## src/rtl/i2c_tgt_pkg.sv

```systemverilog
package i2c_tgt_pkg;
    typedef enum logic [2:0] {
        ST_IDLE,
        ST_ADDR,
        ST_ACK,
        ST_RX,
        ST_TX,
        ST_TXACK_A,
        ST_TXACK_B,
        ST_HOLD
    } tgt_state_t;

    typedef struct packed {
        logic scl_rise;
        logic scl_fall;
        logic start;
        logic stop;
    } bus_evt_t;
endpackage

```

## src/rtl/i2c_line_sampler.sv

```systemverilog
module i2c_line_sampler #(
    parameter int SYNC_STAGES = 2
) (
    input  logic                 clk,
    input  logic                 rst_n,
    input  logic                 scl_i,
    input  logic                 sda_i,
    output logic                 sda_s,
    output i2c_tgt_pkg::bus_evt_t evt
);
    logic [SYNC_STAGES-1:0] scl_sync, sda_sync;
    logic scl_s, scl_q, sda_q;

    generate
        if (SYNC_STAGES == 1) begin : g_one
            always_ff @(posedge clk or negedge rst_n) begin
                if (!rst_n) begin
                    scl_sync <= '1;
                    sda_sync <= '1;
                end else begin
                    scl_sync <= scl_i;
                    sda_sync <= sda_i;
                end
            end
        end else begin : g_many
            always_ff @(posedge clk or negedge rst_n) begin
                if (!rst_n) begin
                    scl_sync <= '1;
                    sda_sync <= '1;
                end else begin
                    scl_sync <= {scl_sync[SYNC_STAGES-2:0], scl_i};
                    sda_sync <= {sda_sync[SYNC_STAGES-2:0], sda_i};
                end
            end
        end
    endgenerate

    assign scl_s = scl_sync[SYNC_STAGES-1];
    assign sda_s = sda_sync[SYNC_STAGES-1];

    always_ff @(posedge clk or negedge rst_n) begin
        if (!rst_n) begin
            scl_q <= 1'b1;
            sda_q <= 1'b1;
        end else begin
            scl_q <= scl_s;
            sda_q <= sda_s;
        end
    end

    always_comb begin
        evt.scl_rise = scl_s & ~scl_q;
        evt.scl_fall = ~scl_s & scl_q;
        evt.start    = scl_s & scl_q & sda_q & ~sda_s;
        evt.stop     = scl_s & scl_q & ~sda_q & sda_s;
    end

    // START and STOP never appear together with an SCL edge
    assert_evt_excl_R8: assert property (@(posedge clk) disable iff (!rst_n)
        $countones({evt.scl_rise, evt.scl_fall, evt.start, evt.stop}) <= 1);
endmodule

```

## src/rtl/i2c_target_ctrl.sv

```systemverilog
module i2c_target_ctrl #(
    parameter logic [6:0] ADDR      = 7'h5A,
    parameter int         BYTE_BITS = 8
) (
    input  logic                  clk,
    input  logic                  rst_n,
    input  logic                  sda_s,
    input  i2c_tgt_pkg::bus_evt_t evt,
    input  logic [BYTE_BITS-1:0]  tx_byte,
    output logic                  sda_oe,
    output logic                  sda_o,
    output logic                  tx_done,
    output logic [BYTE_BITS-1:0]  rx_byte,
    output logic                  rx_valid,
    output logic                  busy
);
    import i2c_tgt_pkg::*;

    localparam int CNT_W = $clog2(BYTE_BITS + 1);
    localparam logic [CNT_W-1:0] CNT_FULL = CNT_W'(BYTE_BITS);
    localparam logic [CNT_W-1:0] CNT_LAST = CNT_W'(BYTE_BITS - 1);

    tgt_state_t state, state_nx;
    logic [CNT_W-1:0]     bit_cnt;
    logic [BYTE_BITS-1:0] in_sh;
    logic [BYTE_BITS-1:0] out_sh;
    logic                 rd_dir;
    logic                 ctl_ack;
    logic                 addr_hit;

    assign addr_hit = (in_sh[BYTE_BITS-1:1] == ADDR);

    // next-state selection
    always_comb begin
        state_nx = state;
        unique case (state)
            ST_IDLE:    state_nx = ST_IDLE;
            ST_ADDR:    if (evt.scl_fall && bit_cnt == CNT_FULL)
                            state_nx = addr_hit ? ST_ACK : ST_IDLE;
            ST_ACK:     if (evt.scl_fall) state_nx = rd_dir ? ST_TX : ST_RX;
            ST_RX:      if (evt.scl_fall && bit_cnt == CNT_FULL) state_nx = ST_ACK;
            ST_TX:      if (evt.scl_fall && bit_cnt == CNT_LAST) state_nx = ST_TXACK_A;
            ST_TXACK_A: if (evt.scl_rise) state_nx = ST_TXACK_B;
            ST_TXACK_B: if (evt.scl_fall) state_nx = ctl_ack ? ST_TX : ST_HOLD;
            ST_HOLD:    state_nx = ST_HOLD;
        endcase
        if (evt.start) state_nx = ST_ADDR;
        if (evt.stop)  state_nx = ST_IDLE;
    end

    // state register
    always_ff @(posedge clk or negedge rst_n) begin
        if (!rst_n) state <= ST_IDLE;
        else        state <= state_nx;
    end

    // datapath: counters, shifters and pulses
    always_ff @(posedge clk or negedge rst_n) begin
        if (!rst_n) begin
            bit_cnt  <= '0;
            in_sh    <= '0;
            out_sh   <= '0;
            rd_dir   <= 1'b0;
            ctl_ack  <= 1'b0;
            rx_byte  <= '0;
            rx_valid <= 1'b0;
            tx_done  <= 1'b0;
        end else begin
            rx_valid <= 1'b0;
            tx_done  <= 1'b0;
            if (evt.start) begin
                bit_cnt <= '0;
            end else begin
                unique case (state)
                    ST_ADDR, ST_RX: begin
                        if (evt.scl_rise) begin
                            in_sh   <= {in_sh[BYTE_BITS-2:0], sda_s};
                            bit_cnt <= bit_cnt + 1'b1;
                        end else if (evt.scl_fall && bit_cnt == CNT_FULL) begin
                            bit_cnt <= '0;
                            if (state == ST_ADDR) begin
                                rd_dir <= in_sh[0];
                            end else begin
                                rx_byte  <= in_sh;
                                rx_valid <= 1'b1;
                            end
                        end
                    end
                    ST_ACK: begin
                        if (evt.scl_fall) begin
                            bit_cnt <= '0;
                            if (rd_dir) out_sh <= tx_byte;
                        end
                    end
                    ST_TX: begin
                        if (evt.scl_fall) begin
                            if (bit_cnt == CNT_LAST) begin
                                tx_done <= 1'b1;
                                bit_cnt <= '0;
                            end else begin
                                out_sh  <= {out_sh[BYTE_BITS-2:0], 1'b1};
                                bit_cnt <= bit_cnt + 1'b1;
                            end
                        end
                    end
                    ST_TXACK_A: if (evt.scl_rise) ctl_ack <= ~sda_s;
                    ST_TXACK_B: begin
                        if (evt.scl_fall && ctl_ack) begin
                            out_sh  <= tx_byte;
                            bit_cnt <= '0;
                        end
                    end
                    ST_IDLE, ST_HOLD: bit_cnt <= bit_cnt;
                endcase
            end
        end
    end

    // outputs decoded from the state
    always_comb begin
        sda_oe = 1'b0;
        sda_o  = 1'b1;
        busy   = 1'b1;
        unique case (state)
            ST_IDLE, ST_ADDR: busy = 1'b0;
            ST_ACK: begin
                sda_oe = 1'b1;
                sda_o  = 1'b0;
            end
            ST_TX: begin
                sda_oe = 1'b1;
                sda_o  = out_sh[BYTE_BITS-1];
            end
            ST_RX, ST_TXACK_A, ST_TXACK_B, ST_HOLD: busy = 1'b1;
        endcase
    end

    assert_stop_idle_R2: assert property (@(posedge clk) disable iff (!rst_n)
        evt.stop |=> (state == ST_IDLE));

    assert_start_addr_R8: assert property (@(posedge clk) disable iff (!rst_n)
        evt.start |=> (state == ST_ADDR));

    assert_rx_then_ack_R5: assert property (@(posedge clk) disable iff (!rst_n)
        rx_valid |-> (state == ST_ACK));

    assert_rx_single_R5: assert property (@(posedge clk) disable iff (!rst_n)
        rx_valid |=> !rx_valid);

    assert_txdone_wait_R6: assert property (@(posedge clk) disable iff (!rst_n)
        tx_done |-> (state == ST_TXACK_A));

    // drive changes only after an SCL fall or a START/STOP override
    assert_sda_steady_R6: assert property (@(posedge clk) disable iff (!rst_n)
        (!$past(evt.scl_fall) && !$past(evt.start) && !$past(evt.stop))
        |-> ($stable(sda_oe) && $stable(sda_o)));
endmodule

```

## src/rtl/i2c_target.sv

```systemverilog
module i2c_target #(
    parameter logic [6:0] ADDR        = 7'h5A,
    parameter int         SYNC_STAGES = 2
) (
    input  logic       clk,
    input  logic       rst_n,
    input  logic       scl_i,
    input  logic       sda_i,
    output logic       sda_oe,
    output logic       sda_o,
    input  logic [7:0] tx_byte,
    output logic       tx_done,
    output logic [7:0] rx_byte,
    output logic       rx_valid,
    output logic       busy
);
    localparam int BYTE_BITS = 8;

    i2c_tgt_pkg::bus_evt_t evt;
    logic sda_s;

    i2c_line_sampler #(.SYNC_STAGES(SYNC_STAGES)) u_sampler (
        .clk   (clk),
        .rst_n (rst_n),
        .scl_i (scl_i),
        .sda_i (sda_i),
        .sda_s (sda_s),
        .evt   (evt)
    );

    i2c_target_ctrl #(.ADDR(ADDR), .BYTE_BITS(BYTE_BITS)) u_ctrl (
        .clk      (clk),
        .rst_n    (rst_n),
        .sda_s    (sda_s),
        .evt      (evt),
        .tx_byte  (tx_byte),
        .sda_oe   (sda_oe),
        .sda_o    (sda_o),
        .tx_done  (tx_done),
        .rx_byte  (rx_byte),
        .rx_valid (rx_valid),
        .busy     (busy)
    );

    assert_drive_busy_R10: assert property (@(posedge clk) disable iff (!rst_n)
        sda_oe |-> busy);

    assert_pulse_excl_R6: assert property (@(posedge clk) disable iff (!rst_n)
        !(tx_done && rx_valid));
endmodule

```

## config.mk

```make
export PLATFORM = sky130hd
export DESIGN_NAME = i2c_target
export DESIGN_NICKNAME = d
export VERILOG_FILES = /design/src/rtl/i2c_tgt_pkg.sv /design/src/rtl/i2c_line_sampler.sv /design/src/rtl/i2c_target_ctrl.sv /design/src/rtl/i2c_target.sv
export SDC_FILE = /design/constraint.sdc
export NUM_CORES = 1
export LEC_CHECK = 0
export BUFFER_PORTS_ARGS = -buffer_cell sky130_fd_sc_hd__buf_4
export CORE_MARGIN = 2
export CORE_UTILIZATION = 40
export CTS_BUF_LIST = sky130_fd_sc_hd__clkbuf_4 sky130_fd_sc_hd__clkbuf_8 sky130_fd_sc_hd__clkbuf_16
export DETAILED_ROUTE_END_ITERATION = 6
export PLACE_DENSITY_LB_ADDON = 0.12
export SLEW_MARGIN = 20
export SYNTH_ARGS = -nofsm -noshare
export SYNTH_HDL_FRONTEND = slang
export SYNTH_HIERARCHICAL = 1
export SYNTH_SLANG_ARGS = --single-unit
```

## constraint.sdc

```tcl
create_clock -name clk -period 4.5 [get_ports clk]
set_clock_uncertainty 0.2 [all_clocks]
set_input_delay 0.9 -clock clk [delete_from_list [all_inputs] [get_ports clk]]
set_output_delay 0.9 -clock clk [all_outputs]
set_load 0.02 [all_outputs]
```

==> flow_metrics.env, run 1 <==
export IMPL_status="completed"
export IMPL_maxCapViolCount=0
export IMPL_crit_path_max_incr_delay_ns=0.69
export IMPL_cts_inserted_buffers=5
export IMPL_wl_met1_um=1825
export IMPL_worst_setup_path_type="flop to output port"
export IMPL_syn2layout_area_growth_pct=14.08
export IMPL_clk_latency_ns=0.29
export IMPL_syn_nets=184
export IMPL_path_max_fanout=23
export IMPL_clk_path_buf_depth=2
export IMPL_tightest_slew_ns=0.7069
export IMPL_ys_seq_elements=41
export IMPL_synth_area_top_cells="dfrtp_1 (42%), mux2_2 (12%), dfstp_2 (7.5%), mux2_4 (5.0%), nor2b_1 (1.8%)"
export IMPL_grt_max_degree=42
export IMPL_antenna_found_initial=0
export IMPL_final_min_clock_period_ns=3.065
export IMPL_dr_pass1_iters=4
export IMPL_synthArstFlopShare_pct=100.0
export IMPL_insertedDiodeCount=0
export IMPL_ctsResizeCount=0
export IMPL_drv_slew=0
export IMPL_worstPathArrival_ns=1.96
export IMPL_grt_pass1_vias=1425
export IMPL_setup_viol=0
export IMPL_ctsHoldBuffers=0
export IMPL_syn_area_per_cell_um2=12.39
export IMPL_cts_max_level=2
export IMPL_synthCells=170
export IMPL_path_depth=4
export IMPL_crit_buf_inv=1
export IMPL_start_util_pct=41.23
export IMPL_nNetsFinal=207
export IMPL_post_cts_repair_setup_buffers=0
export IMPL_grt_total_usage_pct=14.31
export IMPL_wire_per_inst_um=14.50
export IMPL_pin_count=25
export IMPL_num_vias=1401
export IMPL_synth_top_area_cell="dfrtp_1"
export IMPL_die_area_um2=5861
export IMPL_num_rows=26
export IMPL_path_cells="nor3b_2 -> nand2_1 -> nand2_1 -> buf_4"
export IMPL_fp_dieH_um=76.56
export IMPL_worstSetupStartpointType="flop"
export IMPL_met2_length_um=1825
export IMPL_period_share_pct=68.11
export IMPL_clock_sinks=41
export IMPL_synth_warnings=6
export IMPL_ir_worst_vdd_v=0.0001812
export IMPL_synth_edff_count=0
export IMPL_path_common_cell="nand2_1"
export IMPL_cellPowerDensity_nw_per_um2=363.2
export IMPL_hpwl_um=2666
export IMPL_overflow=0
export IMPL_coreArea_um2=5107
export IMPL_postRouteAntennaNets=0
export IMPL_top_layer_used="met4"
export IMPL_synth_top_area_share_pct=41.59
export IMPL_relSlewSlack_pct=52.88
export IMPL_yosysUniqueCellTypes=52
export IMPL_end_kind="output port"
export IMPL_leakage_uw=0.001092
export IMPL_drtIter0Drc=67
export IMPL_hold_path_class="flop to flop"
export IMPL_cts_root_buffer="clkbuf_8"
export IMPL_clkTransAtPathRegs_ns=0.08
export IMPL_reg2reg_depth=4
export IMPL_fmax_ghz=0.3263
export IMPL_fill_cells=506
export IMPL_utilization_pct=47.04
export IMPL_gp_congestion=0.7660
export IMPL_port_buffers=24
export IMPL_cts_tree="yes"
export IMPL_die_x_um=76.56
export IMPL_fin_tns_setup_ns=0
export IMPL_drt_total_wl_um=3828
export IMPL_grt_pass1_wl_um=6665
export IMPL_drive_gt1_share_pct=42.27
export IMPL_crit_family="simple AND/OR/NAND/NOR gates"
export IMPL_hold_violations=0
export IMPL_synth_ff_type="dfrtp_1"
export IMPL_slowest_stage="nor3b_2"
export IMPL_min_path_cells=0
export IMPL_vias_per_cell=5.307
export IMPL_drc=0
export IMPL_ys_seq_area_share_pct=49.08
export IMPL_rsz0062_at_grt="no"
export IMPL_cp_required_ns=3.40
export IMPL_synth_area_um2=2106
export IMPL_dr_wl_met3_um=111
## final cells by class
class	count	area [µm²]	area share [%]
flip-flops and latches	41	1033	43.02
multi-input cells	116	992.2	41.30
repair buffers	24	180.2	7.500
well taps	70	87.58	3.646
clock buffers	5	68.82	2.865
clock inverters	3	21.27	0.8854
inverters	5	18.77	0.7813
## synthesized netlist by cell type, types with 2 or more instances
master and count:
dfrtp_1 35, mux2_2 23, mux2_4 7, nand2_1 7, dfstp_2 6, nand3_1 6, nor2_1 6, nor2b_1 6
inv_1 5, o21ai_0 5, nor3_1 4, a211oi_1 3, mux2i_1 3, nand3b_1 3, nand4b_1 3, a21oi_1 2
a221oi_2 2, and3_1 2, and4b_1 2, buf_2 2, buf_4 2, buf_6 2, ha_1 2, nor4bb_1 2
o211ai_1 2, or2_2 2
## layer usage
layer | GRT usage [%] | up-vias
met1 | 18.35 | 705
met3 | 3.081 | 6
met4 | 7.273 | 0
met5 | 0 | -
li1 | - | 669
met2 | 22.83 | 21
## cell usage in the layout, fill, tap and decap left out, types with 4 or more instances in the layout
master	count
dfrtp_1	35
buf_4	24
mux2_2	23
nand2_1	7
mux2_4	7
nor2_1	6
nand3_1	6
nor2b_1	6
dfstp_2	6
clkbuf_8	5
inv_1	5
o21ai_0	5
nor3_1	4
## metrics by stage
stage               instances  power, µW  hold slack, ns  area (µm²)  setup WS (ns)
finish                    264      872.6          0.1581        2402          1.435
global route              264      933.9          0.1629        2402          1.180
CTS                       264      888.0          0.1600        2402          1.397
detailed placement        256      638.4          0.1472        2312          1.740
global placement          256      630.8          0.1478        2312          1.760
floorplan                 170      589.3          0.1452        2106          1.982
## worst register-to-register path: cells and delay by family (launching register included)
family,cells,cell delay [ns]
flip-flops,1,0.80
AO/OA/AOI/OAI,2,0.88
AND/OR/NAND/NOR,1,0.16
multiplexers,1,0.34
## cell families (layout without fill, tap and decap cells)
family,Yosys count,in the layout,synth area share (%)
adder cells (fa/ha/maj),2,2,1.188
multiplexers,34,34,19.25
buffers and inverters,13,37,3.802
flip-flops,41,41,49.08
XOR/XNOR,1,1,0.4160
AO/OA/AOI/OAI,24,24,9.625
AND/OR/NAND/NOR,55,55,16.64
## worst paths after layout
check                                      start               endpoint  slack (ns)
max                              u_ctrl/state[1]                  sda_o        1.44
min                        u_sampler/sda_sync[0]  u_sampler/sda_sync[1]        0.16
max reg2reg                      u_ctrl/state[1]       u_ctrl/out_sh[1]        2.00
min reg2reg                u_sampler/sda_sync[0]  u_sampler/sda_sync[1]        0.16
max in group asynchronous                  rst_n        u_sampler/scl_q        3.35
min in group asynchronous                  rst_n      u_ctrl/rx_byte[7]        0.37
## registers in the layout, summed over array words and instances, names as in the netlist
signal and cells:
u_ctrl/bit_cnt 4, u_ctrl/ctl_ack 1, u_ctrl/in_sh 8, u_ctrl/out_sh 8, u_ctrl/rd_dir 1, u_ctrl/rx_byte 8
u_ctrl/rx_valid 1, u_ctrl/state 3, u_ctrl/tx_done 1, u_sampler/scl_q 1, u_sampler/scl_sync 2, u_sampler/sda_q 1
u_sampler/sda_sync 2
## report_power, final
group / switching, µW / total [µW] / internal [µW]
logic: 78.5 / 165 / 86.1
registers: 54.7 / 466 / 411
clock network: 132 / 242 / 110
(Power assumes the default switching activity.)
==> run 2, diff against run 1 <==
==> constraint.sdc (replaced) <==
create_clock -name clk -period 3.2 [get_ports clk]
set_clock_uncertainty 0.2 [all_clocks]
set_input_delay 0.64 -clock clk [delete_from_list [all_inputs] [get_ports clk]]
set_output_delay 0.64 -clock clk [all_outputs]
set_load 0.02 [all_outputs]
==> flow_metrics.env, run 2 (synthesis results as in run 1) <==
export IMPL_path_common_cell="nand2_1"
export IMPL_grt_pass1_wl_um=6782
export IMPL_path_max_fanout=16
export IMPL_regToRegSetupSlack_ns=0.74
export IMPL_dr_pass1_iters=4
export IMPL_place_area_um2=2320
export IMPL_gp_congestion=0.8646
export IMPL_reg_largest_list="u_ctrl/in_sh (8), u_ctrl/out_sh (8), u_ctrl/rx_byte (8)"
export IMPL_ctsResizeCount=0
export IMPL_ctsHoldBuffers=0
export IMPL_fp_dieH_um=76.56
export IMPL_path_depth=4
export IMPL_drv_slew=0
export IMPL_coreArea_um2=5107
export IMPL_antenna_found_initial=0
export IMPL_syn2layout_area_growth_pct=14.50
export IMPL_overflow=0
export IMPL_ir_worst_vdd_v=0.0002219
export IMPL_num_rows=26
export IMPL_pin_count=25
export IMPL_worst_setup_path_type="flop to output port"
export IMPL_postRouteAntennaNets=0
export IMPL_hold_violations=0
export IMPL_crit_path_max_incr_delay_ns=0.68
export IMPL_fin_ws_ns=0.6814
export IMPL_fmax_ghz=0.3970
export IMPL_cts_inserted_buffers=5
export IMPL_most_common_layout_cells="dfrtp_1 (35), buf_4 (25), mux2_2 (23)"
export IMPL_grt_total_usage_pct=14.38
export IMPL_cts_max_level=2
export IMPL_setup_viol=0
export IMPL_grt_pass1_vias=1451
export IMPL_clk_path_buf_depth=2
export IMPL_r2r_start="u_ctrl/state[1]"
export IMPL_start_util_pct=41.23
export IMPL_slowest_stage="dfrtp_1"
export IMPL_post_cts_repair_setup_buffers=0
export IMPL_rsz0062_at_grt="no"
export IMPL_worstPathArrival_ns=1.68
export IMPL_cp_required_ns=2.36
export IMPL_cts_tree="yes"
export IMPL_period_share_pct=78.71
export IMPL_clock_sinks=41
export IMPL_wire_per_inst_um=14.50
export IMPL_tightest_slew_ns=0.7464
export IMPL_die_area_um2=5861
export IMPL_worstReg2RegEnd="u_ctrl/out_sh[1]"
export IMPL_maxCapViolCount=0
export IMPL_hold_path_class="primary input to async pin"
export IMPL_clk_latency_ns=0.30
export IMPL_reg2reg_depth=4
export IMPL_crit_family="flip-flops"
export IMPL_hpwl_um=2598
export IMPL_cellPowerDensity_nw_per_um2=512.6
export IMPL_drive_gt1_share_pct=42.56
export IMPL_drtIter0Drc=121
export IMPL_crit_buf_inv=1
export IMPL_clkTransAtPathRegs_ns=0.09
export IMPL_vias_per_cell=5.325
export IMPL_holdWs_ns=0.1140
export IMPL_fin_area_um2=2411
export IMPL_num_vias=1411
export IMPL_dpl_worst_slack_ns=0.7680
export IMPL_drt_total_wl_um=3842
export IMPL_end_kind="output port"
export IMPL_relSlewSlack_pct=50.24
export IMPL_path_cells="nor3b_2 -> nand2_1 -> nand2_1 -> buf_4"
export IMPL_cts_root_buffer="clkbuf_8"
export IMPL_final_min_clock_period_ns=2.519
export IMPL_nNetsFinal=208
export IMPL_insertedDiodeCount=0
export IMPL_status="completed"
export IMPL_drc=0
export IMPL_fin_tns_setup_ns=0
export IMPL_final_common_cell="dfrtp_1"
export IMPL_leakage_uw=0.001101
export IMPL_grt_max_degree=42
export IMPL_fill_cells=473
export IMPL_port_buffers=24
export IMPL_die_x_um=76.56
export IMPL_worstSetupStartpointType="flop"
-- run 2: cell types whose count changed in the layout (fill, tap and decap cells not counted), sizes merged --
cell,before,now
inv,6,5
clkinvlp,1,0
clkinv,1,3
buf,24,25
-- run 2: cell type report --
cell class	instances	area [µm²]	area share, %
clock buffers	5	68.82	2.854
clock inverters	3	22.52	0.9341
inverters	5	18.77	0.7784
multi-input cells	116	992.2	41.15
flip-flops and latches	41	1033	42.86
well taps	70	87.58	3.633
repair buffers	25	187.7	7.784
-- run 2: worst max path at each step --
stage,startpoint,to
final,u_ctrl/state[2],sda_o
after global routing,u_ctrl/state[2],sda_o
after CTS,u_ctrl/state[2],sda_o
after detailed placement,u_ctrl/state[1],u_ctrl/out_sh[2]
after global placement,u_ctrl/state[1],u_ctrl/out_sh[3]
after floorplan,u_ctrl/state[1],sda_o
-- run 2: power breakdown --
group          switching [µW]  total (µW)  internal (µW)
registers                81.2         659            578
clock network             190         344            155
logic                     110         232            123
total                     381        1240            855
-- run 2: worst reg2reg max path, delay by kind of cell (launching register included) --
kind | cells | cell delay (ns)
mux | 1 | 0.34
flops | 1 | 0.83
simple gates | 1 | 0.16
compound gates | 2 | 0.80
-- run 2: routing by layer --
metal / GRT usage, % / part of all wire (%) / up-vias
met1: 18.86 / 47 / 701
li1: - / - / 671
met3: 4.028 / 4.0 / 5
met5: 0 / 0 / -
met4: 4.364 / 0.94 / 0
met2: 23.19 / 48 / 34
-- run 2: metrics by stage --
stage	power, µW	cells	utilization, %
floorplan	828.7	170	-
global placement	887.9	257	45.42
detailed placement	900.8	257	45.42
CTS	1247	265	47.21
global route	1310	265	47.21
finish	1236	265	47.21
==> run 3, diff against run 2 <==
--- a/config.mk
+++ b/config.mk
@@ -5,6 +5,7 @@
 export SDC_FILE = /design/constraint.sdc
 export NUM_CORES = 1
 export LEC_CHECK = 0
+export ABC_AREA = 1
 export BUFFER_PORTS_ARGS = -buffer_cell sky130_fd_sc_hd__buf_4
 export CORE_MARGIN = 2
 export CORE_UTILIZATION = 40
==> constraint.sdc (replaced) <==
create_clock -name clk -period 2.2 [get_ports clk]
set_clock_uncertainty 0.2 [all_clocks]
set_input_delay 0.44 -clock clk [delete_from_list [all_inputs] [get_ports clk]]
set_output_delay 0.44 -clock clk [all_outputs]
set_load 0.02 [all_outputs]
==> flow_metrics.env, run 3 <==
export IMPL_status="completed"
export IMPL_synth_commonest_cells="nand2_1 (70), dfrtp_1 (35), inv_1 (30)"
export IMPL_postRouteAntennaNets=0
export IMPL_rsz0062_at_grt="no"
export IMPL_ir_worst_vdd_v=0.0003296
export IMPL_overflow=0
export IMPL_syn_area_per_cell_um2=8.160
export IMPL_hpwl_um=2811
export IMPL_worstPathArrival_ns=1.37
export IMPL_final_min_clock_period_ns=2.008
export IMPL_switchingPower_uw=358.0
export IMPL_synth_area_um2=2048
export IMPL_dr_pass1_iters=5
export IMPL_yosysUniqueCellTypes=27
export IMPL_hold_violations=0
export IMPL_num_rows=26
export IMPL_synthCells=251
export IMPL_syn2layout_area_growth_pct=19.36
export IMPL_maxCapViolCount=0
export IMPL_clkTransAtPathRegs_ns=0.07
export IMPL_clock_sinks=41
export IMPL_clk_latency_ns=0.29
export IMPL_synth_area_top_cells="dfrtp_1 (43%), nand2_1 (13%), dfstp_2 (7.7%), nand3_1 (5.6%), inv_1 (5.5%)"
export IMPL_ys_seq_elements=41
export IMPL_synth_most_common_cell="nand2_1"
export IMPL_hold_path_class="primary input to flop"
export IMPL_synth_top_area_cell="dfrtp_1"
export IMPL_die_area_um2=5709
export IMPL_synth_edff_count=0
export IMPL_synth_ff_type="dfrtp_1"
export IMPL_coreArea_um2=5010
export IMPL_fp_dieH_um=75.56
export IMPL_setup_viol=0
export IMPL_pin_count=25
export IMPL_slowest_stage="dfrtp_2"
export IMPL_period_share_pct=91.25
export IMPL_cts_tree="yes"
export IMPL_syn_nets=265
export IMPL_fmax_ghz=0.4981
export IMPL_crit_path_max_incr_delay_ns=0.47
export IMPL_clkPwrFrac_pct=40.1
export IMPL_nNetsFinal=295
export IMPL_num_vias=1611
export IMPL_antenna_found_initial=0
export IMPL_fin_area_um2=2445
export IMPL_drc=0
export IMPL_worstSetupStartpointType="flop"
export IMPL_cts_inserted_buffers=5
export IMPL_cts_max_level=2
export IMPL_leakage_uw=0.001304
export IMPL_end_kind="output port"
export IMPL_path_cells="inv_1 -> nor2_2 -> nand2_1 -> nand2_2 -> nand2_1 -> buf_4"
export IMPL_ys_seq_area_share_pct=50.46
export IMPL_synth_top_area_share_pct=42.76
export IMPL_swShare_pct=22.61
export IMPL_synth_warnings=6
export IMPL_gp_congestion=0.8901
export IMPL_clk_path_buf_depth=2
export IMPL_path_max_fanout=8
export IMPL_most_common_layout_cells="nand2_1 (70), dfrtp_1 (33), inv_1 (30)"
export IMPL_place_area_um2=2305
export IMPL_worst_setup_path_type="flop to output port"
export IMPL_grt_max_degree=42
export IMPL_relSlewSlack_pct=65.75
export IMPL_grt_pass1_wl_um=6734
export IMPL_die_x_um=75.56
export IMPL_synthArstFlopShare_pct=100.0
export IMPL_drt_total_wl_um=3942
export IMPL_port_buffers=24
export IMPL_pwr_share_comb_pct=7.8
export IMPL_final_cells=352
export IMPL_path_common_cell="nand2_1"
export IMPL_p_seq_share_pct=52.0
export IMPL_vias_per_cell=4.577
export IMPL_cp_required_ns=1.56
export IMPL_start_util_pct=40.88
export IMPL_fin_tns_setup_ns=0
export IMPL_grt_total_usage_pct=15.88
export IMPL_cts_root_buffer="clkbuf_8"
export IMPL_insertedDiodeCount=0
export IMPL_reg_largest_list="u_ctrl/in_sh (8), u_ctrl/out_sh (8), u_ctrl/rx_byte (8)"
export IMPL_drive_gt1_share_pct=22.34
export IMPL_power_internal_uw=1226
export IMPL_drv_slew=0
export IMPL_drtIter0Drc=120
export IMPL_tightest_slew_ns=0.5137
export IMPL_dp_cells=343
export IMPL_wire_per_inst_um=11.20
export IMPL_cellPowerDensity_nw_per_um2=647.7
export IMPL_grt_pass1_vias=1446
export IMPL_post_cts_repair_setup_buffers=0
export IMPL_final_common_cell="nand2_1"
[run 3: cell types whose count changed after synthesis, moves of 4 or more]
cell	previous run	this run
nor2b_1	6	0
nand2_1	7	70
mux2_2	23	0
nand3_1	6	23
o21ai_0	5	16
inv_1	5	30
o21ai_2	0	8
mux2_4	7	0
nor2_1	6	24
mux2i_1	3	7
[run 3: area by class of cell]
cell class	count	area, µm²
clock buffer	7	90.09
fill	512	2565
timing repair buffer	30	227.7
tap	70	87.58
multi-input combinational	169	844.6
inverter	34	128.9
sequential	41	1036
clock inverter	1	30.03
[run 3: path summary, 6_finish.rpt]
kind	cells after the start	slack, ns	from	end
min	1	0.06	sda_i	u_sampler/sda_sync[0]
max in group asynchronous	2	0.95	rst_n	u_ctrl/state[0]
min reg2reg	0	0.16	u_sampler/scl_sync[0]	u_sampler/scl_sync[1]
min in group asynchronous	2	0.47	rst_n	u_ctrl/rx_byte[5]
max reg2reg	9	0.27	u_sampler/scl_q	u_ctrl/out_sh[0]
max	6	0.19	u_ctrl/state[1]	sda_o
[run 3: critical path, delay by kind of cell, from the launching register on]
family	cells	cell delay [ns]
flops	1	0.47
buf+inv	2	0.24
simple gates	4	0.37
[run 3: layer usage]
layer | track usage (%) | routed length, µm | vias to the layer above
met5 | 0 | 0 | -
met4 | 5.848 | 46 | 0
met3 | 3.968 | 131 | 4
met2 | 22.61 | 1780 | 20
met1 | 23.42 | 1983 | 728
li1 | - | - | 859
[run 3: through the flow]
step / hold WS [ns] / total power [µW] / util, % / worst slack (ns)
after CTS: 0.04091 / 1614 / 48.60 / 0.007798
after floorplan: -0.05559 / 905.7 / - / 0.3560
after detailed placement: 0.1468 / 962.9 / 46.00 / 0.1868
after global placement: 0.1462 / 961.1 / 46.00 / 0.1753
final: 0.05685 / 1584 / 48.80 / 0.1924
after global routing: 0.03709 / 1671 / 48.80 / 0.06584
[run 3: cell families (layout without fill, tap and decap cells)]
| family | count (synthesis) | in the layout | synth area share, % |
|---|---|---|---|
| AO/OA/AOI/OAI | 32 | 32 | 9.591 |
| XOR/XNOR | 1 | 1 | 0.4277 |
| flip-flops | 41 | 41 | 50.46 |
| AND/OR/NAND/NOR | 127 | 127 | 26.21 |
| adder cells (fa/ha/maj) | 2 | 2 | 1.222 |
| multiplexers | 7 | 7 | 3.421 |
| buffers and inverters | 41 | 72 | 8.674 |
[run 3: timing repair]
action / in CTS / in global routing
endpoints found under the setup margin: 0 / 9
resized for setup: 0 / 4
hold endpoints to repair: 35 / 0
hold buffers: 1 / 0
[run 3: power by group through the flow]
stage | Sequential, µW | Clock (µW) | Combinational (µW)
3_5_place_dp | 838 | 0 | 125
2_1_floorplan | 830 | 0 | 75.8
5_1_grt | 831 | 693 | 146
4_1_cts | 823 | 664 | 127
6_report | 824 | 635 | 124
3_3_place_gp | 838 | 0 | 123
